===== src/rtl/tsc_pkg.sv =====
package tsc_pkg;
  localparam int CTRL_BITS = 8;  // start bit plus seven command bits
  localparam int CHAN_END  = 3;  // edge index that samples the last channel bit

  typedef struct packed {
    logic [2:0] chan;
    logic       short_res;
    logic       ref_se;
    logic [1:0] pd;
  } cmd_t;

  // earliest edge, counted from the previous start bit, that may carry a new start bit
  function automatic int reopen_edge(input int res_bits);
    return res_bits + CHAN_END;
  endfunction
endpackage


===== src/rtl/tsc_cmd_rx.sv =====
module tsc_cmd_rx import tsc_pkg::*; #(
  parameter int FULL_BITS  = 12,
  parameter int SHORT_BITS = 8,
  parameter int ACQ_CYCLES = 3
) (
  input  logic clk,
  input  logic rst,
  input  logic din,
  output logic launch,
  output logic launch_short,
  output logic acq_on,
  output logic busy_next,
  output cmd_t cfg
);
  localparam int CNT_W = $clog2(FULL_BITS + CTRL_BITS + 8);
  localparam logic [CNT_W-1:0] CNT_MAX   = '1;
  localparam logic [CNT_W-1:0] LAST_CTRL = CNT_W'(CTRL_BITS - 2);
  localparam logic [CNT_W-1:0] BUSY_AT   = CNT_W'(CTRL_BITS - 1);
  localparam logic [CNT_W-1:0] ACQ_FROM  = CNT_W'(CHAN_END);
  localparam logic [CNT_W-1:0] ACQ_TO    = CNT_W'(CHAN_END + ACQ_CYCLES);
  localparam logic [CNT_W-1:0] THR_FULL  = CNT_W'(reopen_edge(FULL_BITS) - 1);
  localparam logic [CNT_W-1:0] THR_SHORT = CNT_W'(reopen_edge(SHORT_BITS) - 1);

  logic             in_frame;
  logic [CNT_W-1:0] cnt;
  logic [5:0]       sr;
  logic             accept;
  logic             start_seen;
  cmd_t             launch_cmd;

  assign accept       = !in_frame || (cnt >= (cfg.short_res ? THR_SHORT : THR_FULL));
  assign start_seen   = accept && din;
  assign launch       = in_frame && (cnt == LAST_CTRL);
  assign launch_cmd   = cmd_t'({sr, din});
  assign launch_short = launch_cmd.short_res;
  assign acq_on       = in_frame && (cnt >= ACQ_FROM) && (cnt < ACQ_TO);
  assign busy_next    = in_frame && (cnt == BUSY_AT);

  always_ff @(posedge clk or posedge rst) begin
    if (rst) begin
      in_frame <= 1'b0;
      cnt      <= '0;
      sr       <= '0;
      cfg      <= '0;
    end else if (start_seen) begin
      in_frame <= 1'b1;
      cnt      <= '0;
    end else if (in_frame) begin
      if (cnt != CNT_MAX) cnt <= cnt + 1'b1;
      if (cnt < LAST_CTRL) sr <= {sr[4:0], din};
      if (launch) cfg <= launch_cmd;
    end
  end

  // a low input with no open frame leaves the receiver idle
  a_r1_idle_hold: assert property (@(posedge clk) disable iff (rst)
    (!in_frame && !din) |=> !in_frame);

  // inside the holdoff the frame counter only advances
  a_r7_holdoff: assert property (@(posedge clk) disable iff (rst)
    (in_frame && cnt < THR_SHORT) |=> (cnt == $past(cnt) + 1'b1));

  // the acquisition strobe never lasts a single clock
  a_r3_acq_hold: assert property (@(posedge clk) disable iff (rst)
    $rose(acq_on) |=> acq_on);
endmodule


===== src/rtl/tsc_sar_core.sv =====
module tsc_sar_core #(
  parameter int FULL_BITS  = 12,
  parameter int SHORT_BITS = 8
) (
  input  logic                 clk,
  input  logic                 rst,
  input  logic                 launch,
  input  logic                 short_res,
  input  logic                 comp,
  output logic [FULL_BITS-1:0] dac_code,
  output logic                 converting,
  output logic                 bit_strobe,
  output logic                 bit_value
);
  localparam int POS_W = $clog2(FULL_BITS);
  localparam logic [FULL_BITS-1:0] ONE = {{(FULL_BITS-1){1'b0}}, 1'b1};

  logic [FULL_BITS-1:0] sar;
  logic [POS_W-1:0]     pos;
  logic [POS_W-1:0]     left;
  logic                 running;
  logic                 last_bit;

  // resolve the current trial bit and, unless finished, place the next trial
  function automatic logic [FULL_BITS-1:0] settle(input logic [FULL_BITS-1:0] code,
                                                  input logic [POS_W-1:0] p,
                                                  input logic keep, input logic fin);
    logic [FULL_BITS-1:0] c;
    c    = code;
    c[p] = keep;
    if (!fin) c[p - 1'b1] = 1'b1;
    return c;
  endfunction

  function automatic logic [FULL_BITS-1:0] below(input logic [POS_W-1:0] p);
    return (ONE << p) - ONE;
  endfunction

  assign last_bit   = (left == '0);
  assign dac_code   = sar;
  assign converting = running;

  always_ff @(posedge clk or posedge rst) begin
    if (rst) begin
      sar        <= '0;
      pos        <= '0;
      left       <= '0;
      running    <= 1'b0;
      bit_strobe <= 1'b0;
      bit_value  <= 1'b0;
    end else begin
      bit_strobe <= 1'b0;
      if (launch) begin
        running <= 1'b1;
        sar     <= ONE << (FULL_BITS - 1);
        pos     <= POS_W'(FULL_BITS - 1);
        left    <= POS_W'((short_res ? SHORT_BITS : FULL_BITS) - 1);
      end else if (running) begin
        bit_strobe <= 1'b1;
        bit_value  <= comp;
        sar        <= settle(sar, pos, comp, last_bit);
        if (last_bit) begin
          running <= 1'b0;
        end else begin
          pos  <= pos - 1'b1;
          left <= left - 1'b1;
        end
      end
    end
  end

  // bits below the trial position stay clear while searching
  a_r5_below_clear: assert property (@(posedge clk) disable iff (rst)
    running |-> ((sar & below(pos)) == '0));

  // every clock of the search yields one decided bit
  a_r9_one_decision: assert property (@(posedge clk) disable iff (rst)
    running |=> bit_strobe);

  // a command never completes while a search is still running
  a_r9_no_relaunch: assert property (@(posedge clk) disable iff (rst)
    launch |-> !running);
endmodule


===== src/rtl/tsc_out_stage.sv =====
module tsc_out_stage (
  input  logic clk,
  input  logic rst,
  input  logic busy_next,
  input  logic bit_strobe,
  input  logic bit_value,
  output logic busy,
  output logic dout
);
  always_ff @(negedge clk or posedge rst) begin
    if (rst) begin
      busy <= 1'b0;
      dout <= 1'b0;
    end else begin
      busy <= busy_next;
      dout <= bit_strobe & bit_value;
    end
  end

  // busy covers one clock only
  a_r4_busy_single: assert property (@(negedge clk) disable iff (rst)
    busy |=> !busy);
endmodule


===== src/rtl/tsc_serial_seq.sv =====
module tsc_serial_seq import tsc_pkg::*; #(
  parameter int FULL_BITS  = 12,
  parameter int SHORT_BITS = 8,
  parameter int ACQ_CYCLES = 3
) (
  input  logic                 dclk,
  input  logic                 cs_n,
  input  logic                 din,
  input  logic                 comp,
  output logic                 dout,
  output logic                 busy,
  output logic                 out_en,
  output logic                 acq_on,
  output logic                 conv_on,
  output logic [FULL_BITS-1:0] dac_code,
  output logic [2:0]           cfg_chan,
  output logic                 cfg_short,
  output logic                 cfg_ref_se,
  output logic [1:0]           cfg_pd
);
  logic launch;
  logic launch_short;
  logic busy_next;
  logic bit_strobe;
  logic bit_value;
  cmd_t cfg;

  tsc_cmd_rx #(.FULL_BITS(FULL_BITS), .SHORT_BITS(SHORT_BITS), .ACQ_CYCLES(ACQ_CYCLES)) u_rx (
    .clk(dclk), .rst(cs_n), .din(din),
    .launch(launch), .launch_short(launch_short),
    .acq_on(acq_on), .busy_next(busy_next), .cfg(cfg)
  );

  tsc_sar_core #(.FULL_BITS(FULL_BITS), .SHORT_BITS(SHORT_BITS)) u_sar (
    .clk(dclk), .rst(cs_n), .launch(launch), .short_res(launch_short), .comp(comp),
    .dac_code(dac_code), .converting(conv_on),
    .bit_strobe(bit_strobe), .bit_value(bit_value)
  );

  tsc_out_stage u_out (
    .clk(dclk), .rst(cs_n), .busy_next(busy_next),
    .bit_strobe(bit_strobe), .bit_value(bit_value),
    .busy(busy), .dout(dout)
  );

  assign out_en     = ~cs_n;
  assign cfg_chan   = cfg.chan;
  assign cfg_short  = cfg.short_res;
  assign cfg_ref_se = cfg.ref_se;
  assign cfg_pd     = cfg.pd;
endmodule


===== config.mk =====
export PLATFORM = sky130hd
export DESIGN_NAME = tsc_serial_seq
export DESIGN_NICKNAME = d
export VERILOG_FILES = /design/src/rtl/tsc_pkg.sv /design/src/rtl/tsc_cmd_rx.sv /design/src/rtl/tsc_sar_core.sv /design/src/rtl/tsc_out_stage.sv /design/src/rtl/tsc_serial_seq.sv
export SDC_FILE = /design/constraint.sdc
export NUM_CORES = 1
export LEC_CHECK = 0
export BUFFER_PORTS_ARGS = -buffer_cell sky130_fd_sc_hd__buf_2
export CORE_MARGIN = 1.5
export CORE_UTILIZATION = 50
export CTS_CLUSTER_SIZE = 40
export DETAILED_ROUTE_END_ITERATION = 7
export GPL_ROUTABILITY_DRIVEN = 0
export MAX_ROUTING_LAYER = met4
export PLACE_DENSITY = 0.7
export SLEW_MARGIN = 5
export SYNTH_ARGS = -nofsm -noshare
export SYNTH_HDL_FRONTEND = slang
export SYNTH_SLANG_ARGS = --single-unit

===== constraint.sdc =====
create_clock -name dclk -period 5.3 [get_ports dclk]
set_input_delay 0.53 -clock dclk [delete_from_list [all_inputs] [get_ports dclk]]
set_output_delay 0.53 -clock dclk [all_outputs]
set_load 0.05 [all_outputs]

Word level (Yosys, flattened, before mapping). Index checks and enable logic that the tools add are counted.

Register bits: 44. Latch bits: 0. RAM bits: 0. Memory bits (read-only): 0. Input port bits: 4. Output and inout bits: 24. Word-level logic and storage cells: 77. Memories kept: 0.

Add/sub/neg operators: 4. Multipliers: 0. Div/mod/pow operators: 0. Magnitude comparators: 7. Equal/unequal tests: 4. Shifts and indexed selects: 0. Mux-type cells: 24. Bitwise operators: 5. Reduce and logical (&&, ||, !) cells: 18.

Operators with widths (number): $mux 12 (3); $mux 4 (6); $mux 5 (3); $bwmux 12 (1); $or 12x12->12 (1); $eq 5x3->1 const B (2); $lt 4x5->1 const B (2); $demux 1 s4 (2); $ge 4x1->1 const B (2); $sub 4x1->4 const B (2); $logic_and 1x1->1 (7); $mux 1 (7); $mux 3 (2); $reduce_and 2->1 (3); $reduce_and 3->1 (2); $reduce_bool 2->1 (3); $add 5x1->5 const B (1); $ge 5x2->1 const B (1); $ge 5x5->1 (1); $lt 5x3->1 const B (1); $ne 5x5->1 const B (1); $logic_not 4->1 (1); $sub 4x2->4 const B (1); $not 1->1 (3); other kinds (4) (4).

Longest topological paths before layout. Gate-level depths: netlist (run 1).

Depth in word-level cells: 9. Depth in mapped cells: 8. Mapped depth without buffers: 7.

Hierarchy. A second synthesis (run 1) with hierarchy kept.

Cell total of the unflattened synthesis: 208. Area, all modules: 2257.2 um2.

By module, submodules not included: tsc_sar_core (times used 1, cells an instance 135, area each 1311.3 um2, seq. area each 575.6 um2); tsc_cmd_rx (times used 1, cells an instance 68, area each 882.1 um2, seq. area each 475.5 um2); tsc_out_stage (times used 1, cells an instance 4, area each 60.1 um2, seq. area each 50.0 um2); tsc_serial_seq (times used 1, cells an instance 1, area each 3.8 um2, seq. area each 0.0 um2).

==> flow_summary_export.csv, run 1 <==
group,metric,value,unit
sta,maxSlewViolCount,0,
setup_path,endpoint_kind,"output port",
clocking,worstSkewPairLatency,0.29,ns
synth,avgSynthCellArea,9.98,sq um
floorplanning,die_area,4860,sq um
setup_path,r2r_cells,3,
sta,slew_headroom,44.2,%
place,post-dp-hpwl,2.89,mm
hold_path,min_path_type,"in -> async",
floorplanning,start_util,51.5,%
layout,drive_gt1_share,22.3,%
setup_path,path_max_fanout,1,
sta,final.setup.tns,0,ns
routing,ant_nets,0,
setup_path,crit_family,"flip-flops",
setup_path,worstPathCellList,"buf_2",
sta,setup_viol_count_final,0,
clocking,htreeDepth,2,
setup_path,reg2reg_setup_slack,1.63,ns
routing,routed_wirelength,4.36,mm
sta,hold_viol,0,
layout,fillers,385,
global_routing,grt_max_degree,33,
setup_path,critPathRequiredTime,4.77,ns
sta,rsz0062_at_grt,"false",
clocking,cts_root_buf,"clkbuf_8",
floorplanning,coreArea,4320,sq um
synth,netlist_area,2230,sq um
sta,tightest_slew,0.838,ns
synth,ys_ff_latch,44,
global_routing,antenna_found_initial,0,
floorplanning,die_h,69.7,um
layout,final_net_count,259,
setup_path,crit_path_max_incr_delay,0.38,ns
synth,synth-async-reset-ratio,100,%
global_routing,grt_pass1_wl,7.47,mm
sta,skew,0.00560,ns
clocking,cts_tree,"yes",
floorplanning,ios,28,
setup_path,cp_num_buf_inv,1,
clocking,cts_setup_buffers,0,
clocking,clkSinkCount,44,
routing,route.detailed.drc,0,
setup_path,critPathArrivalTime,3.58,ns
setup_path,slowest_stage,"dfrtn_1",
setup_path,rr_startpoint,"u_rx.cnt[1]$_DFFE_PP0P_",
global_routing,grt_usage,19.9,%
setup_path,rr_endpoint,"u_out.busy$_DFF_NP0_",
routing,first_pass_iters,4,
clocking,ctsHoldBuffers,0,
layout,syn2layout_area_growth,12.3,%
outcome,outcome,"completed",
clocking,clk_path_buf_depth,2,
clocking,ctsResizeCount,0,
global_routing,grt_pass1_vias,1643,
layout,n_antenna_cell,0,
setup_path,cp-start-kind,"flip-flop",
floorplanning,rows,24,
setup_path,critPathLaunch,"u_out.dout$_DFF_NP0_",
synth,synth_cell_types,44,
routing,routedWlPerCell,14.6,um
global_routing,overflow,0,
routing,vias,1661,
synth,synth-edff-count,0,
flow_run,drv_cap,0,
setup_path,critPathKind,"reg -> out",
floorplanning,die_w,69.7,um
synth,synthCells,223,
routing,vias_per_cell,5.56,
place,io_buffers,27,
clocking,cts_made_buffers,5,
synth,syn_nets,236,
routing,first_iter_violations,123,
synth,synth-main-ff-cell,"dfrtp_1",
synth,ys_seq_area_share,49.5,%
synth,synth_warnings,0,
clocking,clk_pin_slew,0.08,ns
==> layer usage <==
layer	routed length, um	global-route usage (%)
met1	2080	24.7
met2	2070	32.2
met3	152	4.51
met4	55	7.05
met5	0	-
==> cells in the final DEF (no fill, tap or decap), types with 5 or more instances in the layout <==
master / instances
o21ai_0: 9
clkbuf_8: 5
ha_1: 9
nand2_1: 39
dfrtp_1: 42
a31oi_1: 6
mux2i_1: 7
a21oi_1: 6
inv_1: 7
nor3_1: 7
buf_2: 27
nor2_1: 10
mux2_2: 9
nand3_1: 9
==> cell type report <==
type | instances | area [sq um] | area share, %
clock buffers | 5 | 68.8 | 2.75
clock inverters | 3 | 42.5 | 1.70
inverters | 8 | 30.0 | 1.20
multi-input cells | 158 | 1040 | 41.7
flip-flops and latches | 44 | 1100 | 44.1
well taps | 52 | 65.1 | 2.60
repair buffers | 29 | 150 | 6.01
==> registers in the layout, summed over array words and instances (netlist names) <==
name,cells
u_rx.cnt,5
u_out.busy,1
u_sar.left,4
u_rx.in_frame,1
u_sar.pos,4
u_sar.bit_strobe,1
u_rx.cfg,7
u_sar.converting,1
u_out.dout,1
u_sar.bit_value,1
u_sar.dac_code,12
u_rx.sr,6
==> cells by family after synthesis <==
| family | Yosys count | share of synthesized area (%) |
|---|---|---|
| AND/OR/NAND/NOR | 89 | 19.8 |
| flip-flops | 44 | 49.5 |
| AO/OA/AOI/OAI | 36 | 10.7 |
| buffers and inverters | 21 | 3.77 |
| multiplexers | 17 | 8.38 |
| adder cells (fa/ha/maj) | 9 | 5.06 |
| XOR/XNOR | 7 | 2.75 |
==> per-stage QoR <==
stage | worst slack [ns] | hold WS, ns | cell area (sq um) | util, % | std cells
6_report | 1.19 | 0.175 | 2500 | 57.8 | 299
5_1_grt | 1.16 | 0.188 | 2500 | 57.8 | 299
3_3_place_gp | 1.51 | 0.456 | 2390 | 55.2 | 291
2_1_floorplan | 0.801 | 0.433 | 2230 | - | 223
3_5_place_dp | 1.51 | 0.457 | 2390 | 55.2 | 291
4_1_cts | 1.19 | 0.172 | 2500 | 57.8 | 299
==> synth_stat cells (3+ instances only) <==
library cell | n | area [sq um]
ha_1 | 9 | 113
a21oi_1 | 6 | 30.0
nor3_1 | 7 | 35.0
dfrtp_1 | 42 | 1050
nand2_1 | 39 | 146
nor2b_1 | 3 | 18.8
inv_1 | 8 | 30.0
nor2_1 | 10 | 37.5
nor4_1 | 3 | 18.8
a31oi_1 | 6 | 37.5
mux2_2 | 9 | 101
nand3_1 | 9 | 45.0
buf_2 | 4 | 20.0
xor2_1 | 3 | 26.3
o21ai_0 | 9 | 45.0
clkbuf_1 | 8 | 30.0
mux2i_1 | 7 | 70.1
a32o_1 | 3 | 30.0
xnor2_1 | 4 | 35.0
==> worst max-delay path by stage <==
| stage | endpoint | cells after the start |
|---|---|---|
| 2_1_floorplan | u_out.busy$_DFF_NP0_ | 1 |
| 3_3_place_gp | busy | 1 |
| 3_5_place_dp | dout | 1 |
| 4_1_cts | busy | 1 |
| 5_1_grt | busy | 1 |
| 6_report | dout | 1 |
Power of run 1 is left out: the tool's default activity adds up to more than one toggle a clock period on the data nets, which glitch-free logic cannot reach.
==> inputs of run 2 (changes only) <==
==> constraint.sdc (replaced) <==
create_clock -name dclk -period 4 [get_ports dclk]
set_input_delay 0.4 -clock dclk [delete_from_list [all_inputs] [get_ports dclk]]
set_output_delay 0.4 -clock dclk [all_outputs]
set_load 0.05 [all_outputs]
==> flow_summary_export.csv, run 2 (synthesis results as in run 1) <==
group,metric,value,unit
clocking,cts_root_buf,"clkbuf_8",
sta,setup_viol_count_final,0,
floorplanning,coreArea,4320,sq um
routing,vias,1671,
setup_path,worstPathCellList,"buf_2",
setup_path,endpoint_kind,"output port",
floorplanning,die_h,69.7,um
clocking,cts_tree,"yes",
routing,routed_wirelength,4.34,mm
floorplanning,start_util,51.5,%
clocking,worstSkewPairLatency,0.29,ns
flow_run,drv_cap,0,
place,io_buffers,27,
layout,fillers,401,
global_routing,grt_max_degree,35,
floorplanning,die_area,4860,sq um
floorplanning,ios,28,
routing,vias_per_cell,5.59,
floorplanning,rows,24,
sta,skew,0.00805,ns
global_routing,grt_usage,20.1,%
sta,maxSlewViolCount,0,
routing,first_pass_iters,4,
setup_path,path_max_fanout,1,
layout,final_common_cell,"dfrtp_1",
floorplanning,die_w,69.7,um
layout,n_antenna_cell,0,
setup_path,critPathArrivalTime,2.94,ns
global_routing,grt_pass1_wl,7.54,mm
outcome,outcome,"completed",
layout,syn2layout_area_growth,12.4,%
setup_path,rr_startpoint,"u_rx.cnt[1]$_DFFE_PP0P_",
place,post-dp-hpwl,2.85,mm
setup_path,critPathRequiredTime,3.60,ns
setup_path,crit_path_max_incr_delay,0.39,ns
sta,hold_viol,0,
routing,routedWlPerCell,14.5,um
global_routing,antenna_found_initial,0,
clocking,ctsHoldBuffers,0,
layout,drive_gt1_share,22.3,%
sta,final.setup.tns,0,ns
setup_path,critPathLaunch,"u_out.busy$_DFF_NP0_",
sta,rsz0062_at_grt,"false",
setup_path,critPathKind,"reg -> out",
sta,tightest_slew,0.863,ns
layout,largest_reg_flops,12,
global_routing,grt_pass1_vias,1600,
setup_path,crit_family,"flip-flops",
setup_path,cp_num_buf_inv,1,
setup_path,reg2reg_setup_slack,1.02,ns
clocking,clkSinkCount,44,
clocking,ctsResizeCount,0,
sta,slew_headroom,42.4,%
clocking,clk_pin_slew,0.09,ns
setup_path,cp-start-kind,"flip-flop",
layout,final_cell_mix,"dfrtp_1, nand2_1, buf_2, nor2_1",
routing,ant_nets,0,
routing,first_iter_violations,145,
global_routing,overflow,0,
layout,final_net_count,259,
clocking,htreeDepth,2,
routing,route.detailed.drc,0,
clocking,clk_path_buf_depth,2,
hold_path,min_path_type,"in -> async",
clocking,cts_made_buffers,5,
clocking,cts_setup_buffers,0,
setup_path,slowest_stage,"dfrtn_1",
[run 2: layout make-up]
type | count | area [sq um] | share of cell area [%]
Sequential cell | 44 | 1100 | 44.0
Multi-Input combinational cell | 158 | 1040 | 41.6
Timing Repair Buffer | 29 | 150 | 6.00
Clock buffer | 5 | 68.8 | 2.75
Tap cell | 52 | 65.1 | 2.60
Clock inverter | 3 | 46.3 | 1.85
Inverter | 8 | 30.0 | 1.20
[run 2: routing by layer]
layer  vias up  GRT usage (%)  part of all wire [%]
li1        825              -                     -
met1       808           26.6                    49
met2        36           31.6                    46
met3         2           4.51                   3.9
met4         0           5.77                  0.83
met5         -              -                     0
[run 2: metrics by stage]
step	utilization, %	instance area [sq um]	cells	hold slack (ns)	setup slack (ns)
2_1_floorplan	-	2230	223	0.433	0.281
3_3_place_gp	55.2	2390	291	0.346	0.990
3_5_place_dp	55.2	2390	291	0.358	0.983
4_1_cts	57.9	2500	299	0.0175	0.652
5_1_grt	57.9	2500	299	0.0271	0.625
6_report	57.9	2500	299	0.0235	0.664
[run 2: path summary, 6_finish.rpt]
path | endpoint | depth (start not counted)
worst max-delay path | busy | 1
worst min-delay path | u_rx.cnt[3]$_DFFE_PP0P_ | 2
worst max register to register | u_out.busy$_DFF_NP0_ | 3
worst min register to register | u_rx.cfg[5]$_DFFE_PP0P_ | 2
max in group asynchronous | u_out.dout$_DFF_NP0_ | 2
min in group dclk | u_rx.cfg[0]$_DFFE_PP0P_ | 3
Power of run 2 is left out for the same reason.
==> inputs of run 3 (changes only) <==
--- a/config.mk
+++ b/config.mk
@@ -12,7 +12,7 @@
 export DETAILED_ROUTE_END_ITERATION = 7
 export GPL_ROUTABILITY_DRIVEN = 0
 export MAX_ROUTING_LAYER = met4
-export PLACE_DENSITY = 0.7
+export PLACE_DENSITY = 0.73
 export SLEW_MARGIN = 5
 export SYNTH_ARGS = -nofsm -noshare
 export SYNTH_HDL_FRONTEND = slang
==> constraint.sdc (replaced) <==
create_clock -name dclk -period 3.05 [get_ports dclk]
set_input_delay 0.305 -clock dclk [delete_from_list [all_inputs] [get_ports dclk]]
set_output_delay 0.305 -clock dclk [all_outputs]
set_load 0.05 [all_outputs]
==> flow_summary_export.csv, run 3 (synthesis results as in run 1) <==
group,metric,value,unit
setup_path,cp-start-kind,"flip-flop",
setup_path,critPathKind,"reg -> out",
layout,final_common_cell,"dfrtp_1",
clocking,cts_made_buffers,5,
place,pre_cts_ws,0.536,ns
place,post-dp-hpwl,2.91,mm
sta,skew,0.0111,ns
floorplanning,rows,24,
floorplanning,die_w,69.7,um
sta,hold_viol,0,
global_routing,antenna_found_initial,0,
sta,fin_ws,0.273,ns
floorplanning,die_h,69.7,um
global_routing,grt_pass1_wl,7.33,mm
sta,rsz0062_at_grt,"false",
layout,largest_reg_flops,12,
layout,syn2layout_area_growth,13.7,%
routing,ant_nets,0,
routing,routedWlPerCell,14.3,um
clocking,ctsResizeCount,0,
clocking,cts_tree,"yes",
setup_path,critPathRequiredTime,2.74,ns
floorplanning,ios,28,
layout,fillers,388,
sta,setup_viol_count_final,0,
clocking,clk_path_buf_depth,2,
place,io_buffers,27,
sta,maxSlewViolCount,0,
routing,route.detailed.drc,0,
clocking,htreeDepth,2,
setup_path,crit_path_max_incr_delay,0.40,ns
layout,final_core_util,58.5,%
clocking,worstSkewPairLatency,0.30,ns
clocking,cts_root_buf,"clkbuf_8",
sta,tightest_slew,0.734,ns
routing,routed_wirelength,4.30,mm
sta,slew_headroom,51.1,%
sta,final.setup.tns,0,ns
setup_path,crit_family,"flip-flops",
setup_path,cp_num_buf_inv,1,
global_routing,grt_usage,19.5,%
setup_path,worstPathCellList,"buf_2",
hold_path,min_path_type,"in -> reg",
setup_path,endpoint_kind,"output port",
layout,drive_gt1_share,22.5,%
clocking,ctsHoldBuffers,1,
layout,final_cell_mix,"dfrtp_1, nand2_1, buf_2, nor2_1",
flow_run,drv_cap,0,
setup_path,slowest_stage,"dfrtn_1",
floorplanning,die_area,4860,sq um
setup_path,critPathArrivalTime,2.47,ns
floorplanning,start_util,51.5,%
sta,holdWs,0.252,ns
routing,vias_per_cell,5.47,
routing,first_iter_violations,129,
outcome,outcome,"completed",
global_routing,grt_pass1_vias,1553,
setup_path,path_max_fanout,1,
global_routing,grt_max_degree,35,
floorplanning,coreArea,4320,sq um
clocking,cts_setup_buffers,0,
clocking,clkSinkCount,44,
layout,n_antenna_cell,0,
routing,first_pass_iters,4,
clocking,clk_pin_slew,0.08,ns
layout,final_net_count,261,
routing,vias,1645,
global_routing,overflow,0,
-- run 3: area by class of cell --
cell class                      count  area, sq um  area share (%)
Sequential cell                    44         1100            43.5
Multi-Input combinational cell    158         1040            41.1
Timing Repair Buffer               31          168            6.63
Clock buffer                        6         82.6            3.26
Tap cell                           52         65.1            2.57
Clock inverter                      2         38.8            1.53
Inverter                            8         33.8            1.34
-- run 3: layer usage --
metal | wire length (um) | vias up | track usage [%]
met5 | 0 | - | -
met4 | 41 | 0 | 5.77
met3 | 193 | 4 | 3.05
met2 | 2080 | 36 | 32.5
met1 | 1980 | 782 | 24.9
li1 | - | 823 | -
-- run 3: stage by stage --
step	cell area, sq um	cells
after floorplan	2230	223
after global placement	2400	292
final	2530	301
after detailed placement	2400	292
after CTS	2530	301
after global routing	2530	301
-- run 3: final timing paths --
path | to | cells past startpoint | slack, ns | start
worst max-delay path | dout | 1 | 0.27 | u_out.dout$_DFF_NP0_
min in group asynchronous | u_rx.cnt[1]$_DFFE_PP0P_ | 3 | 0.50 | cs_n
max in group asynchronous | u_out.busy$_DFF_NP0_ | 3 | 0.91 | cs_n
worst min register to register | u_rx.cfg[5]$_DFFE_PP0P_ | 2 | 0.48 | u_rx.cfg[5]$_DFFE_PP0P_
worst min-delay path | u_rx.in_frame$_DFFE_PP0N_ | 2 | 0.25 | din
worst max register to register | u_out.busy$_DFF_NP0_ | 3 | 0.52 | u_rx.cnt[1]$_DFFE_PP0P_
Power of run 3 is left out for the same reason.
